$ cat src/rtl/jtag_eng_pkg.sv
package jtag_eng_pkg;

  typedef enum logic [1:0] {
    OP_RESET = 2'd0,
    OP_IR    = 2'd1,
    OP_DR    = 2'd2,
    OP_RUN   = 2'd3
  } op_e;

  typedef enum logic [3:0] {
    TAP_TLR, TAP_IDLE,
    TAP_SEL_DR, TAP_CAP_DR, TAP_SH_DR, TAP_EX1_DR, TAP_PAU_DR, TAP_EX2_DR, TAP_UPD_DR,
    TAP_SEL_IR, TAP_CAP_IR, TAP_SH_IR, TAP_EX1_IR, TAP_PAU_IR, TAP_EX2_IR, TAP_UPD_IR
  } tap_e;

  typedef enum logic [2:0] {
    PH_IDLE, PH_RESET, PH_PRE, PH_SHIFT, PH_POST, PH_WAIT, PH_COMPL
  } phase_e;

  localparam int unsigned RESET_ONES = 5;

  function automatic tap_e tap_next(tap_e s, logic tms);
    case (s)
      TAP_TLR:    return tms ? TAP_TLR    : TAP_IDLE;
      TAP_IDLE:   return tms ? TAP_SEL_DR : TAP_IDLE;
      TAP_SEL_DR: return tms ? TAP_SEL_IR : TAP_CAP_DR;
      TAP_CAP_DR: return tms ? TAP_EX1_DR : TAP_SH_DR;
      TAP_SH_DR:  return tms ? TAP_EX1_DR : TAP_SH_DR;
      TAP_EX1_DR: return tms ? TAP_UPD_DR : TAP_PAU_DR;
      TAP_PAU_DR: return tms ? TAP_EX2_DR : TAP_PAU_DR;
      TAP_EX2_DR: return tms ? TAP_UPD_DR : TAP_SH_DR;
      TAP_UPD_DR: return tms ? TAP_SEL_DR : TAP_IDLE;
      TAP_SEL_IR: return tms ? TAP_TLR    : TAP_CAP_IR;
      TAP_CAP_IR: return tms ? TAP_EX1_IR : TAP_SH_IR;
      TAP_SH_IR:  return tms ? TAP_EX1_IR : TAP_SH_IR;
      TAP_EX1_IR: return tms ? TAP_UPD_IR : TAP_PAU_IR;
      TAP_PAU_IR: return tms ? TAP_EX2_IR : TAP_PAU_IR;
      TAP_EX2_IR: return tms ? TAP_UPD_IR : TAP_SH_IR;
      default:    return tms ? TAP_SEL_DR : TAP_IDLE;
    endcase
  endfunction

endpackage

$ cat src/rtl/jtag_tck_div.sv
module jtag_tck_div #(
  parameter int unsigned HALF_CLKS = 4
) (
  input  logic clk_i,
  input  logic rst_ni,
  input  logic en_i,
  output logic tck_o,
  output logic rise_o,
  output logic fall_o
);
  localparam int unsigned DIV_W = (HALF_CLKS > 1) ? $clog2(HALF_CLKS) : 1;

  logic [DIV_W-1:0] cnt_q;
  logic             tck_q;
  logic             edge_w;

  assign edge_w = en_i && (cnt_q == DIV_W'(HALF_CLKS - 1));
  assign rise_o = edge_w && !tck_q;
  assign fall_o = edge_w && tck_q;
  assign tck_o  = tck_q;

  always_ff @(posedge clk_i or negedge rst_ni) begin
    if (!rst_ni) begin
      cnt_q <= '0;
      tck_q <= 1'b0;
    end else if (!en_i) begin
      cnt_q <= '0;
      tck_q <= 1'b0;
    end else if (edge_w) begin
      cnt_q <= '0;
      tck_q <= ~tck_q;
    end else begin
      cnt_q <= cnt_q + DIV_W'(1);
    end
  end

  a_r2_park_low: assert property (@(posedge clk_i) disable iff (!rst_ni)
    !en_i |=> !tck_o);

endmodule

$ cat src/rtl/jtag_tap_track.sv
module jtag_tap_track
  import jtag_eng_pkg::*;
(
  input  logic clk_i,
  input  logic rst_ni,
  input  logic step_i,
  input  logic tms_i,
  output tap_e state_o,
  output logic known_o
);
  tap_e       state_q;
  logic [2:0] ones_q;
  logic       known_q;

  always_ff @(posedge clk_i or negedge rst_ni) begin
    if (!rst_ni) begin
      state_q <= TAP_TLR;
      ones_q  <= '0;
      known_q <= 1'b0;
    end else if (step_i) begin
      state_q <= tap_next(state_q, tms_i);
      if (tms_i) begin
        if (ones_q < 3'(RESET_ONES)) ones_q <= ones_q + 3'd1;
        if (ones_q == 3'(RESET_ONES - 1)) known_q <= 1'b1;
      end else begin
        ones_q <= '0;
      end
    end
  end

  assign state_o = state_q;
  assign known_o = known_q;

  a_r3_known_in_reset: assert property (@(posedge clk_i) disable iff (!rst_ni)
    $rose(known_o) |-> state_o == TAP_TLR);

endmodule

$ cat src/rtl/jtag_tdo_cmp.sv
module jtag_tdo_cmp #(
  parameter int unsigned MAX_LEN = 64,
  parameter int unsigned LEN_W   = 7
) (
  input  logic [MAX_LEN-1:0] cap_i,
  input  logic [MAX_LEN-1:0] exp_i,
  input  logic [MAX_LEN-1:0] mask_i,
  input  logic [LEN_W-1:0]   len_i,
  output logic               match_o
);
  logic [MAX_LEN-1:0] valid_w;

  for (genvar i = 0; i < MAX_LEN; i++) begin : g_valid
    assign valid_w[i] = LEN_W'(i) < len_i;
  end

  assign match_o = ~|((cap_i ^ exp_i) & mask_i & valid_w);

endmodule

$ cat src/rtl/jtag_scan_engine.sv
module jtag_scan_engine
  import jtag_eng_pkg::*;
#(
  parameter int unsigned MAX_LEN   = 64,
  parameter int unsigned HALF_CLKS = 4,
  parameter int unsigned RUN_W     = 24,
  localparam int unsigned LEN_W    = $clog2(MAX_LEN + 1)
) (
  input  logic               clk_i,
  input  logic               rst_ni,
  input  logic               cmd_valid_i,
  output logic               cmd_ready_o,
  input  logic [1:0]         cmd_op_i,
  input  logic [LEN_W-1:0]   cmd_len_i,
  input  logic [RUN_W-1:0]   cmd_count_i,
  input  logic [MAX_LEN-1:0] cmd_tdi_i,
  input  logic [MAX_LEN-1:0] cmd_exp_i,
  input  logic [MAX_LEN-1:0] cmd_mask_i,
  output logic               done_o,
  output logic               pass_o,
  output logic [MAX_LEN-1:0] tdo_vec_o,
  output logic               tck_o,
  output logic               tms_o,
  output logic               tdi_o,
  input  logic               tdo_i
);
  localparam int unsigned IDX_W = (MAX_LEN > 1) ? $clog2(MAX_LEN) : 1;
  localparam int unsigned CNT_W = (RUN_W > LEN_W) ? RUN_W : LEN_W;

  phase_e             phase_q;
  op_e                op_q;
  logic [CNT_W-1:0]   cnt_q, cnt_nx, cnt_nx2, len_ext, run_ext;
  logic [LEN_W-1:0]   len_q;
  logic [RUN_W-1:0]   run_q;
  logic [MAX_LEN-1:0] tdi_vec_q, exp_q, mask_q, cap_q;
  logic               rej_q, tms_q, tdi_q, tck_en_q, done_q, pass_q;
  logic               rise_w, fall_w, tck_w, match_w, tap_known, at_idle, len_ok;
  tap_e               tap_state;
  logic [3:0]         pre_pat;
  logic [1:0]         pre_last;
  logic [IDX_W-1:0]   idx_c, idx_n;

  jtag_tck_div #(.HALF_CLKS(HALF_CLKS)) u_div (
    .clk_i, .rst_ni, .en_i(tck_en_q), .tck_o(tck_w), .rise_o(rise_w), .fall_o(fall_w)
  );

  jtag_tap_track u_track (
    .clk_i, .rst_ni, .step_i(rise_w), .tms_i(tms_q), .state_o(tap_state), .known_o(tap_known)
  );

  jtag_tdo_cmp #(.MAX_LEN(MAX_LEN), .LEN_W(LEN_W)) u_cmp (
    .cap_i(cap_q), .exp_i(exp_q), .mask_i(mask_q), .len_i(len_q), .match_o(match_w)
  );

  assign cnt_nx   = cnt_q + CNT_W'(1);
  assign cnt_nx2  = cnt_q + CNT_W'(2);
  assign len_ext  = CNT_W'(len_q);
  assign run_ext  = CNT_W'(run_q);
  assign idx_c    = cnt_q[IDX_W-1:0];
  assign idx_n    = cnt_nx[IDX_W-1:0];
  assign at_idle  = tap_known && (tap_state == TAP_IDLE);
  assign len_ok   = (cmd_len_i != '0) && (cmd_len_i <= LEN_W'(MAX_LEN));
  // TMS preamble from Run-Test/Idle, bit 0 first
  assign pre_pat  = (op_q == OP_IR) ? 4'b0011 : 4'b0001;
  assign pre_last = (op_q == OP_IR) ? 2'd3 : 2'd2;

  always_ff @(posedge clk_i or negedge rst_ni) begin
    if (!rst_ni) begin
      phase_q   <= PH_IDLE;
      op_q      <= OP_RESET;
      cnt_q     <= '0;
      len_q     <= '0;
      run_q     <= '0;
      tdi_vec_q <= '0;
      exp_q     <= '0;
      mask_q    <= '0;
      cap_q     <= '0;
      rej_q     <= 1'b0;
      tms_q     <= 1'b0;
      tdi_q     <= 1'b0;
      tck_en_q  <= 1'b0;
      done_q    <= 1'b0;
      pass_q    <= 1'b0;
    end else begin
      done_q <= 1'b0;
      unique case (phase_q)
        PH_IDLE: if (cmd_valid_i) begin
          op_q      <= op_e'(cmd_op_i);
          len_q     <= cmd_len_i;
          run_q     <= cmd_count_i;
          tdi_vec_q <= cmd_tdi_i;
          exp_q     <= cmd_exp_i;
          mask_q    <= cmd_mask_i;
          cap_q     <= '0;
          cnt_q     <= '0;
          rej_q     <= 1'b0;
          case (op_e'(cmd_op_i))
            OP_RESET: begin
              phase_q  <= PH_RESET;
              tms_q    <= 1'b1;
              tck_en_q <= 1'b1;
            end
            OP_IR, OP_DR: begin
              if (at_idle && len_ok) begin
                phase_q  <= PH_PRE;
                tms_q    <= 1'b1;
                tck_en_q <= 1'b1;
              end else begin
                rej_q   <= 1'b1;
                phase_q <= PH_COMPL;
              end
            end
            default: begin
              if (!at_idle) begin
                rej_q   <= 1'b1;
                phase_q <= PH_COMPL;
              end else if (cmd_count_i == '0) begin
                phase_q <= PH_COMPL;
              end else begin
                phase_q  <= PH_WAIT;
                tms_q    <= 1'b0;
                tck_en_q <= 1'b1;
              end
            end
          endcase
        end
        PH_RESET: if (fall_w) begin
          if (cnt_q == CNT_W'(RESET_ONES)) begin
            phase_q  <= PH_COMPL;
            tck_en_q <= 1'b0;
            tms_q    <= 1'b0;
          end else begin
            cnt_q <= cnt_nx;
            tms_q <= cnt_nx < CNT_W'(RESET_ONES);
          end
        end
        PH_PRE: if (fall_w) begin
          if (cnt_q[1:0] == pre_last) begin
            phase_q <= PH_SHIFT;
            cnt_q   <= '0;
            tms_q   <= len_q == LEN_W'(1);
            tdi_q   <= tdi_vec_q[0];
          end else begin
            cnt_q <= cnt_nx;
            tms_q <= pre_pat[cnt_nx[1:0]];
          end
        end
        PH_SHIFT: if (fall_w) begin
          cap_q[idx_c] <= tdo_i;
          if (cnt_nx == len_ext) begin
            phase_q <= PH_POST;
            cnt_q   <= '0;
            tms_q   <= 1'b1;
            tdi_q   <= 1'b0;
          end else begin
            cnt_q <= cnt_nx;
            tdi_q <= tdi_vec_q[idx_n];
            tms_q <= cnt_nx2 == len_ext;
          end
        end
        PH_POST: if (fall_w) begin
          if (cnt_q[0]) begin
            phase_q  <= PH_COMPL;
            tck_en_q <= 1'b0;
            tms_q    <= 1'b0;
          end else begin
            cnt_q <= CNT_W'(1);
            tms_q <= 1'b0;
          end
        end
        PH_WAIT: if (fall_w) begin
          if (cnt_nx == run_ext) begin
            phase_q  <= PH_COMPL;
            tck_en_q <= 1'b0;
          end else begin
            cnt_q <= cnt_nx;
          end
        end
        default: begin
          phase_q <= PH_IDLE;
          done_q  <= 1'b1;
          pass_q  <= !rej_q && (((op_q == OP_IR) || (op_q == OP_DR)) ? match_w : 1'b1);
        end
      endcase
    end
  end

  assign cmd_ready_o = phase_q == PH_IDLE;
  assign done_o      = done_q;
  assign pass_o      = pass_q;
  assign tdo_vec_o   = cap_q;
  assign tck_o       = tck_w;
  assign tms_o       = tms_q;
  assign tdi_o       = tdi_q;

  a_r1_one_done: assert property (@(posedge clk_i) disable iff (!rst_ni)
    done_o |=> !done_o);
  a_r1_busy_after_take: assert property (@(posedge clk_i) disable iff (!rst_ni)
    (cmd_valid_i && cmd_ready_o) |=> !cmd_ready_o);
  a_r2_tms_low_phase: assert property (@(posedge clk_i) disable iff (!rst_ni)
    !$stable(tms_o) |-> !tck_o);
  a_r2_tdi_low_phase: assert property (@(posedge clk_i) disable iff (!rst_ni)
    !$stable(tdi_o) |-> !tck_o);
  a_r5_tdi_quiet: assert property (@(posedge clk_i) disable iff (!rst_ni)
    (phase_q != PH_SHIFT) |-> !tdi_o);
  a_r8_tck_parked: assert property (@(posedge clk_i) disable iff (!rst_ni)
    cmd_ready_o |-> !tck_o);
  a_r10_end_idle: assert property (@(posedge clk_i) disable iff (!rst_ni)
    (phase_q == PH_COMPL && !rej_q) |-> (tap_known && tap_state == TAP_IDLE));

endmodule

$ cat config.mk
export PLATFORM = sky130hd
export DESIGN_NAME = jtag_scan_engine
export DESIGN_NICKNAME = d
export VERILOG_FILES = /design/src/rtl/jtag_eng_pkg.sv /design/src/rtl/jtag_tck_div.sv /design/src/rtl/jtag_tap_track.sv /design/src/rtl/jtag_tdo_cmp.sv /design/src/rtl/jtag_scan_engine.sv
export SDC_FILE = /design/constraint.sdc
export NUM_CORES = 1
export LEC_CHECK = 0
export BUFFER_PORTS_ARGS = -buffer_cell sky130_fd_sc_hd__buf_2
export CAP_MARGIN = 20
export CORE_MARGIN = 2
export CORE_UTILIZATION = 60
export CTS_CLUSTER_DIAMETER = 120
export DETAILED_ROUTE_END_ITERATION = 8
export PLACE_DENSITY_LB_ADDON = 0.2
export SYNTH_ARGS = -nofsm -noshare
export SYNTH_HDL_FRONTEND = slang
export SYNTH_HIERARCHICAL = 1
export SYNTH_SLANG_ARGS = --single-unit
$ cat constraint.sdc
create_clock -name clk_i -period 11.5 [get_ports clk_i]
set_clock_uncertainty 0.2 [all_clocks]
set_input_delay 1.15 -clock clk_i [delete_from_list [all_inputs] [get_ports clk_i]]
set_output_delay 1.15 -clock clk_i [all_outputs]
set_load 0.03 [all_outputs]
# Word-level counts from Yosys, hierarchy flattened
# Index checks and enable logic that the tools add are counted.
# word_totals
reg_bits,333
latch_bits,0
memories,0
word_cells,279
input_bits,229
romBits,0
out_inout_bits,70
ramBits,0
# op_classes
n_eq_ne,49
shift,0
n_lt_le_gt_ge,71
div,0
n_reduce_logical,37
n_mux,93
bitwise_logic,4
n_addsub,4
mul,0
# ops
operator,count
24-bit two-way mux,11
"6-bit by 7-bit less-than comparator with 1-bit output, first input constant",32
24-bit one-hot mux with 6 select lines,1
64-bit bitwise AND,2
64-bit two-way mux,2
64-bit one-hot mux with 2 select lines,1
"5-bit by 7-bit less-than comparator with 1-bit output, first input constant",16
64-bit bitwise mux,1
64-bit OR reduction,1
64-bit bitwise XOR,1
"4-bit by 7-bit less-than comparator with 1-bit output, first input constant",8
24-bit by 7-bit == test with 1-bit output,2
3-bit two-way mux,16
4-bit one-hot mux with 11 select lines,1
1-bit two-way mux,37
"3-bit by 7-bit less-than comparator with 1-bit output, first input constant",4
"2-bit != test, second input constant",14
"24-bit by 1-bit adder with 24-bit output, second input constant",1
"24-bit by 2-bit adder with 24-bit output, second input constant",1
24-bit == test,1
"24-bit by 3-bit == test with 1-bit output, second input constant",1
"4-bit == test, second input constant",6
24-bit logical NOT,1
"24-bit by 3-bit less-than comparator with 1-bit output, second input constant",1
other kinds (53),96

# Longest topological paths before layout
# Gate-level depths: netlist of run 1.
# depth
depth_word,7
depth_mapped,14
ltp_nobuf,12

# Modules after synthesis
# Netlist of run 1, hierarchy kept.
# modules_own_cells
mod,cells_each,area_each_um2,n_inst,seq_area_each_um2
jtag_scan_engine,1341,15534.9,1,8057.7
jtag_tdo_cmp,247,1612.8,1,0.0
jtag_tap_track,65,538.0,1,200.2
jtag_tck_div,11,135.1,1,75.1

# Least setup slack after synthesis of run 1
# No wires, ideal clock.
# synth_timing
path_type,reg-to-reg
startpoint,"reg, netlist name cnt_q[1]"
endpoint,"reg, netlist name cnt_q[21]"
path_stages_with_launch,13
setup_ns,0.138
arrival_time_ns,3.508
n_path_buf,2
slack_ns,7.654
path_cell_list,dfrtp_1 -> ha_1 -> nand4_2 -> nor4_1 -> nand4_1 -> xnor2_1 -> or4_1 -> nor3_2 -> o31a_2 -> buf_6 -> buf_6 -> a2bb2oi_1 -> o31ai_2

==> results of run 1 <==
==> area by class of cell <==
cell class / instances / area [µm²]
antenna: 4 / 10.0
clock buffer: 50 / 1030
clock inverter: 13 / 239
fill: 2202 / 8710
inverter: 25 / 93.8
multi-input combinational: 1187 / 8910
sequential: 333 / 8330
tap: 390 / 488
timing repair buffer: 317 / 1670
==> cells by family (layout without fill, tap and decap cells) <==
family | after synthesis | in the layout
and+or+nand+nor | 354 | 354
buffers and inverters | 144 | 405
DFF | 333 | 333
adders and majority gates | 14 | 14
other | 0 | 4
AOI/OAI and AO/OA | 447 | 447
xor gates and xnor gates | 121 | 121
muxes | 251 | 251
==> routing by layer <==
layer / up-vias / GRT usage
met5: - / 0
met4: 8 / 0.106
met3: 119 / 0.114
met2: 866 / 0.522
met1: 7332 / 0.471
li1: 6616 / -
==> worst paths after layout <==
check	startpoint	to	cells past startpoint	slack, ps
worst max-delay path	cnt_q[0]$_DFFE_PN0P_	cnt_q[23]$_DFFE_PN0P_	11	5690
worst min-delay path	u_div/cnt_q[0]$_DFF_PN0_	u_div/cnt_q[0]$_DFF_PN0_	1	250
worst max register to register	cnt_q[0]$_DFFE_PN0P_	cnt_q[23]$_DFFE_PN0P_	11	5690
worst min register to register	u_div/cnt_q[0]$_DFF_PN0_	u_div/cnt_q[0]$_DFF_PN0_	1	250
max in group asynchronous	rst_ni	tdi_vec_q[20]$_DFFE_PN0P_	3	8430
min in group asynchronous	rst_ni	u_track/state_o[1]$_DFFE_PN0P_	1	500
==> synth_stat cells (all sizes together) (11+ instances only) <==
| master | count | area, µm² |
|---|---|---|
| dfrtp | 333 | 8330 |
| mux2 | 224 | 2520 |
| o21ai | 178 | 895 |
| a21oi | 123 | 616 |
| nand2 | 97 | 364 |
| clkbuf | 87 | 327 |
| xor2 | 84 | 736 |
| nor2 | 57 | 214 |
| nand3 | 36 | 180 |
| xnor2 | 34 | 298 |
| buf | 32 | 176 |
| nor3 | 27 | 140 |
| nand4 | 25 | 169 |
| nor4 | 25 | 169 |
| inv | 24 | 90.1 |
| mux4 | 20 | 450 |
| a22o | 14 | 123 |
| a2bb2oi | 14 | 123 |
| a31oi | 14 | 87.6 |
| o31ai | 14 | 130 |
| ha | 13 | 163 |
| and2 | 12 | 75.1 |
| or4 | 11 | 86.3 |
==> critical path, delay by kind of cell (launching register included) <==
family / cells / cell delay (ps)
adders and majority gates: 1 / 410
DFF: 1 / 340
and+or+nand+nor: 6 / 3130
buffers and inverters: 1 / 460
AOI/OAI and AO/OA: 3 / 1080
==> through the flow <==
stage               cell area, µm²   util
detailed placement           19500  0.661
global route                 20800  0.704
floorplan                    17800      -
global placement             19500  0.660
CTS                          20700  0.704
finish                       20800  0.705
==> sequential cells by signal, summed over array words and instances, names as in the netlist <==
name and count:
exp_q 64, mask_q 64, tdi_vec_q 64, tdo_vec_o 64
cnt_q 24, run_ext 24, len_q 7, u_track/state_o 4
phase_q 3, u_track/ones_q 3, op_q 2, u_div/cnt_q 2
done_o 1, pass_o 1, rej_q 1, tck_en_q 1
tdi_o 1, tms_o 1, u_div/tck_o 1, u_track/known_o 1
==> where the power goes <==
part | leakage, nW | total (W) | switching (W) | internal [W]
sequential | 4.55 | 0.00117 | 0 | 0.00117
combinational | 5.14 | 0.0000696 | 0.0000396 | 0.0000300
clock | 0.617 | 0.00124 | 0.000479 | 0.000765
==> out/metrics.csv, run 1 <==
stage,metric,value,unit
cts,# Post-CTS Setup Buffers,0,
sta,final setup fails,0,
cts,buffer levels on the longest clock path,3,
finish,"commonest non-fill, non-tap cells in the layout","332 x dfrtp_1, 298 x buf_2, 224 x mux2_2",
outcome,run status,completed,
route,WL final,53800,µm
placed_design,DP Worst Slack,5770,ps
synth,XOR/XNOR Fraction of Synth Area,0.0619,
cts,Clock Latency Late Sink,530,ps
sta,Fin Setup TNS,0,ps
synth,mux share of post-synthesis cell area,0.171,
synth,Synth cell types,86,
synth,Synth Warn #,6,
cts,H-tree depth,2,
placed_design,HPWL after detailed placement,38000,µm
global_routing,largest net degree at the start of global routing,171,
synth,sequential share of the synthesized area,0.468,
route,metal3 WL,6700,µm
critical_path,CP Cell Sequence,buf_4 -> ha_1 -> nand3_1 -> or4_1 -> o21ai_0 -> nand4_1 -> or4_1 -> nor3_2 -> o31a_2 -> or2_1 -> o221ai_1,
sta,Slew HR,0.181,
floorplanning,chip height,176,µm
critical_path,Worst EP arrival,5960,ps
synth,simple-gate share of the synthesized area,0.104,
finish,NumNets Final,2142,
finish,"Cell Count, Final, Fillers Out",2319,
global_routing,gr usage total,0.344,
critical_path,CP endpoint kind,flip-flop,
sta,final setup margin,5690,ps
synth,prevailing post-synth register cell,dfrtp_1,
critical_path,crit start category,flip-flop,
route,wire length per cell,23.2,µm
floorplanning,die width,176,µm
placed_design,number of I/O port buffers,298,
cts,"Hold-fix buffers, CTS",0,
route,uppermost layer routed,met5,
synth,Syn Area/Cell,10.7,µm²
cts,total CTS buffers,36,
critical_path,Worst Path Required,11660,ps
run,# Max-Cap Violations,0,
cts,post-CTS sizing,0,
sta,Peak Freq,172,MHz
route,Detail Route met2 WL,24100,µm
finish,"commonest non-fill, non-tap cell in the layout",dfrtp_1,
sta,Pins Over Slew Limit,0,
synth,Post-Synthesis Cell Area,17800,µm²
sta,crit share post-route,0.505,
finish,fraction of final layout cells sized beyond drive strength 1,0.334,
critical_path,CP dominant cell by count,or4_1,
route,DR vias,14900,
floorplanning,initial core utilization,0.604,
global_routing,GR Overflow Total,0,
critical_path,CP Class,reg -> reg,
synth,fraction of the mapped netlist area in adder cells,0.00969,
finish,Area Overhead vs Synth,16.6,%
route,DR vias/cell,6.44,
cts,Root Buffer,clkbuf_16,
synth,post-synthesis compound-gate area fraction,0.152,
sta,Final min period,5810,ps
critical_path,crit-path max FO,37,
sta,RSZ-0062 raised after global routing,false,
synth,share of flip-flops with an asynchronous set or reset,1.00,
synth,post-synthesis instance total,1664,
pwr,Leak,10.3,nW
global_routing,first-pass GRT wire length,82300,µm
min_path,worst hold path type,reg -> reg,
global_routing,antenna violations before repair,7,
route,M1 WL,21400,µm
cts,CTS tree,done,
placed_design,placed cells,2250,
synth,Post-synth EDFFs,0,
floorplanning,IO Pins,299,
pwr,pwr/cell area,120,nW/µm²
pwr,Max IR drop VDD,121,µV
critical_path,delay of the slowest critical-path stage,870,ps
synth,"FF+latch count, synth",333,
pwr,Tot Pwr,0.00249,W
cts,clk slew on worst S/H paths,60,ps
route,DRT iter0 DRCs,1740,
cts,CTS Sinks,333,
route,DR pass1 iterations,6,
sta,worst slew pin tran,1230,ps
sta,Hold WS,251,ps
sta,Final Hold Fails,0,
synth,Mapped Nets,1906,
route,Detail Route Antenna Nets,0,
critical_path,Critical-path top delay cell,or4_1,
floorplanning,DIE AREA,31100,µm²
floorplanning,area of the core,29500,µm²
placed_design,GP Congestion,0.913,
route,DRC Markers,0,
floorplanning,num rows,63,
global_routing,vias in the first global route,14300,
synth,main combinational cell family by area after synthesis,multiplexers,
Note: power is estimated with default switching activity, not from simulation.
==> run 2: changes to the inputs <==
--- a/config.mk
+++ b/config.mk
@@ -8,7 +8,7 @@
 export BUFFER_PORTS_ARGS = -buffer_cell sky130_fd_sc_hd__buf_2
 export CAP_MARGIN = 20
 export CORE_MARGIN = 2
-export CORE_UTILIZATION = 60
+export CORE_UTILIZATION = 57
 export CTS_CLUSTER_DIAMETER = 120
 export DETAILED_ROUTE_END_ITERATION = 8
 export PLACE_DENSITY_LB_ADDON = 0.2
==> constraint.sdc (replaced) <==
create_clock -name clk_i -period 5.8 [get_ports clk_i]
set_clock_uncertainty 0.2 [all_clocks]
set_input_delay 0.58 -clock clk_i [delete_from_list [all_inputs] [get_ports clk_i]]
set_output_delay 0.58 -clock clk_i [all_outputs]
set_load 0.03 [all_outputs]
==> out/metrics.csv, run 2 (synthesis results as in run 1) <==
stage,metric,value,unit
outcome,run status,completed,
finish,"Core Util, Final",0.678,
route,WL final,54700,µm
critical_path,CP Class,reg -> reg,
route,DRC Markers,0,
global_routing,grt met3 use,0.0907,
route,DR vias/cell,6.37,
pwr,Max IR drop VDD,202,µV
finish,NumNets Final,2152,
cts,Clock Latency Late Sink,540,ps
floorplanning,area of the core,30700,µm²
pwr,Pint,0.00380,W
sta,Peak Freq,197,MHz
sta,Pins Over Slew Limit,0,
finish,FF+latch area,8330,µm²
finish,"commonest non-fill, non-tap cells in the layout","332 x dfrtp_1, 299 x buf_2, 224 x mux2_2",
pwr,Leak,10.3,nW
finish,area of the multi-input gates,8910,µm²
min_path,worst hold path type,in -> reg,
cts,total CTS buffers,36,
sta,Fin Setup TNS,0,ps
cts,buffer levels on the longest clock path,3,
global_routing,vias in the first global route,14900,
floorplanning,chip height,181,µm
global_routing,antenna violations before repair,4,
critical_path,Worst Path Required,6010,ps
cts,CTS Sinks,333,
floorplanning,initial core utilization,0.581,
pwr,pwr/cell area,233,nW/µm²
finish,"commonest non-fill, non-tap cell in the layout",dfrtp_1,
floorplanning,num rows,64,
cts,H-tree depth,2,
cts,# Post-CTS Setup Buffers,0,
pwr,Psw,0.00104,W
global_routing,GR met2 Demand/Resource,0.495,
floorplanning,IO Pins,299,
critical_path,CP endpoint kind,flip-flop,
critical_path,crit start category,flip-flop,
sta,final setup fails,0,
floorplanning,DIE AREA,32700,µm²
floorplanning,die width,181,µm
pwr,sequential power share,0.480,
cts,Root Buffer,clkbuf_16,
placed_design,GP Congestion,0.983,
route,Detail Route Antenna Nets,0,
global_routing,largest net degree at the start of global routing,127,
pwr,Clk network pwr share,0.490,
global_routing,gr usage total,0.330,
placed_design,number of I/O port buffers,298,
critical_path,crit path from,cnt_q[2]$_DFFE_PN0P_,
finish,Area Overhead vs Synth,16.7,%
sta,Final min period,5080,ps
placed_design,HPWL after detailed placement,39000,µm
run,# Max-Cap Violations,0,
critical_path,Worst EP arrival,5290,ps
pwr,combinational share of power,0.029,
sta,worst slew pin tran,998,ps
route,DR vias,14900,
critical_path,R2R Setup Slk,720,ps
global_routing,gr busiest metal,met2,
cts,post-CTS sizing,0,
route,wire length per cell,23.4,µm
cts,CTS tree,done,
min_path,Hold Startpoint,cmd_exp_i[52],
critical_path,crit-path max FO,21,
route,DR pass1 iterations,6,
pwr,sw frac,0.215,
sta,RSZ-0062 raised after global routing,false,
cts,clk slew on worst S/H paths,60,ps
sta,Slew HR,0.333,
route,DRT iter0 DRCs,1566,
critical_path,worst r2r src,cnt_q[2]$_DFFE_PN0P_,
sta,Final Hold Fails,0,
pwr,Tot Pwr,0.00484,W
sta,crit share post-route,0.876,
global_routing,grt met1 use,0.460,
finish,Filler cells,2368,
global_routing,first-pass GRT wire length,84800,µm
sta,Hold WS,74.3,ps
global_routing,GR Overflow Total,0,
finish,fraction of final layout cells sized beyond drive strength 1,0.337,
==> run 2: timing repair <==
item | CTS | global route
hold buffers | 1 | 0
endpoints found under the setup margin | 0 | 0
endpoints found under the hold margin | 17 | 0
==> run 2: critical path: stages, from the launching register on <==
cell and delay, ps:
dfrtp_1 540, ha_1 460, nand4_2 220, or4_1 740, o31ai_1 480, o2111ai_1 220, or4_1 500, nor3_2 470
o31a_2 520, nor2_1 310, a22o_1 310
==> run 2: final timing paths <==
kind                                                   to  depth (start not counted)
max                                  cnt_q[2]$_DFFE_PN0P_                         10
min                                 exp_q[52]$_DFFE_PN0P_                          2
max reg2reg                          cnt_q[2]$_DFFE_PN0P_                         10
min reg2reg                      u_div/cnt_q[0]$_DFF_PN0_                          1
max in group asynchronous            len_q[2]$_DFFE_PN0P_                          3
min in group asynchronous  u_track/state_o[1]$_DFFE_PN0P_                          2
==> run 2: area by class of cell <==
class,count,area share
multi-input combinational,1187,0.428
clock inverter,15,0.00987
tap,396,0.0238
antenna,1,0.000120
clock buffer,50,0.0487
inverter,25,0.00451
sequential,333,0.401
timing repair buffer,327,0.0838
==> run 2: power groups by stage <==
stage	clock network (W)	registers (W)	logic [W]
4_1_cts	0.00241	0.00232	0.000144
3_5_place_dp	0	0.00237	0.000142
3_3_place_gp	0	0.00237	0.000140
5_1_grt	0.00250	0.00232	0.000159
2_1_floorplan	0	0.00237	0.00000702
6_report	0.00237	0.00232	0.000141
==> run 2: per-stage QoR <==
step           area [µm²]  cells  setup slack, ps
2_1_floorplan       17800   1664             1950
3_3_place_gp        19600   2265              932
3_5_place_dp        19600   2266              829
4_1_cts             20800   2332              788
5_1_grt             20800   2333              472
6_report            20800   2334              721
==> run 2: routing by layer <==
layer	share of wire	wire, µm
met4	0.037	2050
met3	0.11	5770
met2	0.44	24100
met5	0.00053	29
met1	0.42	22700
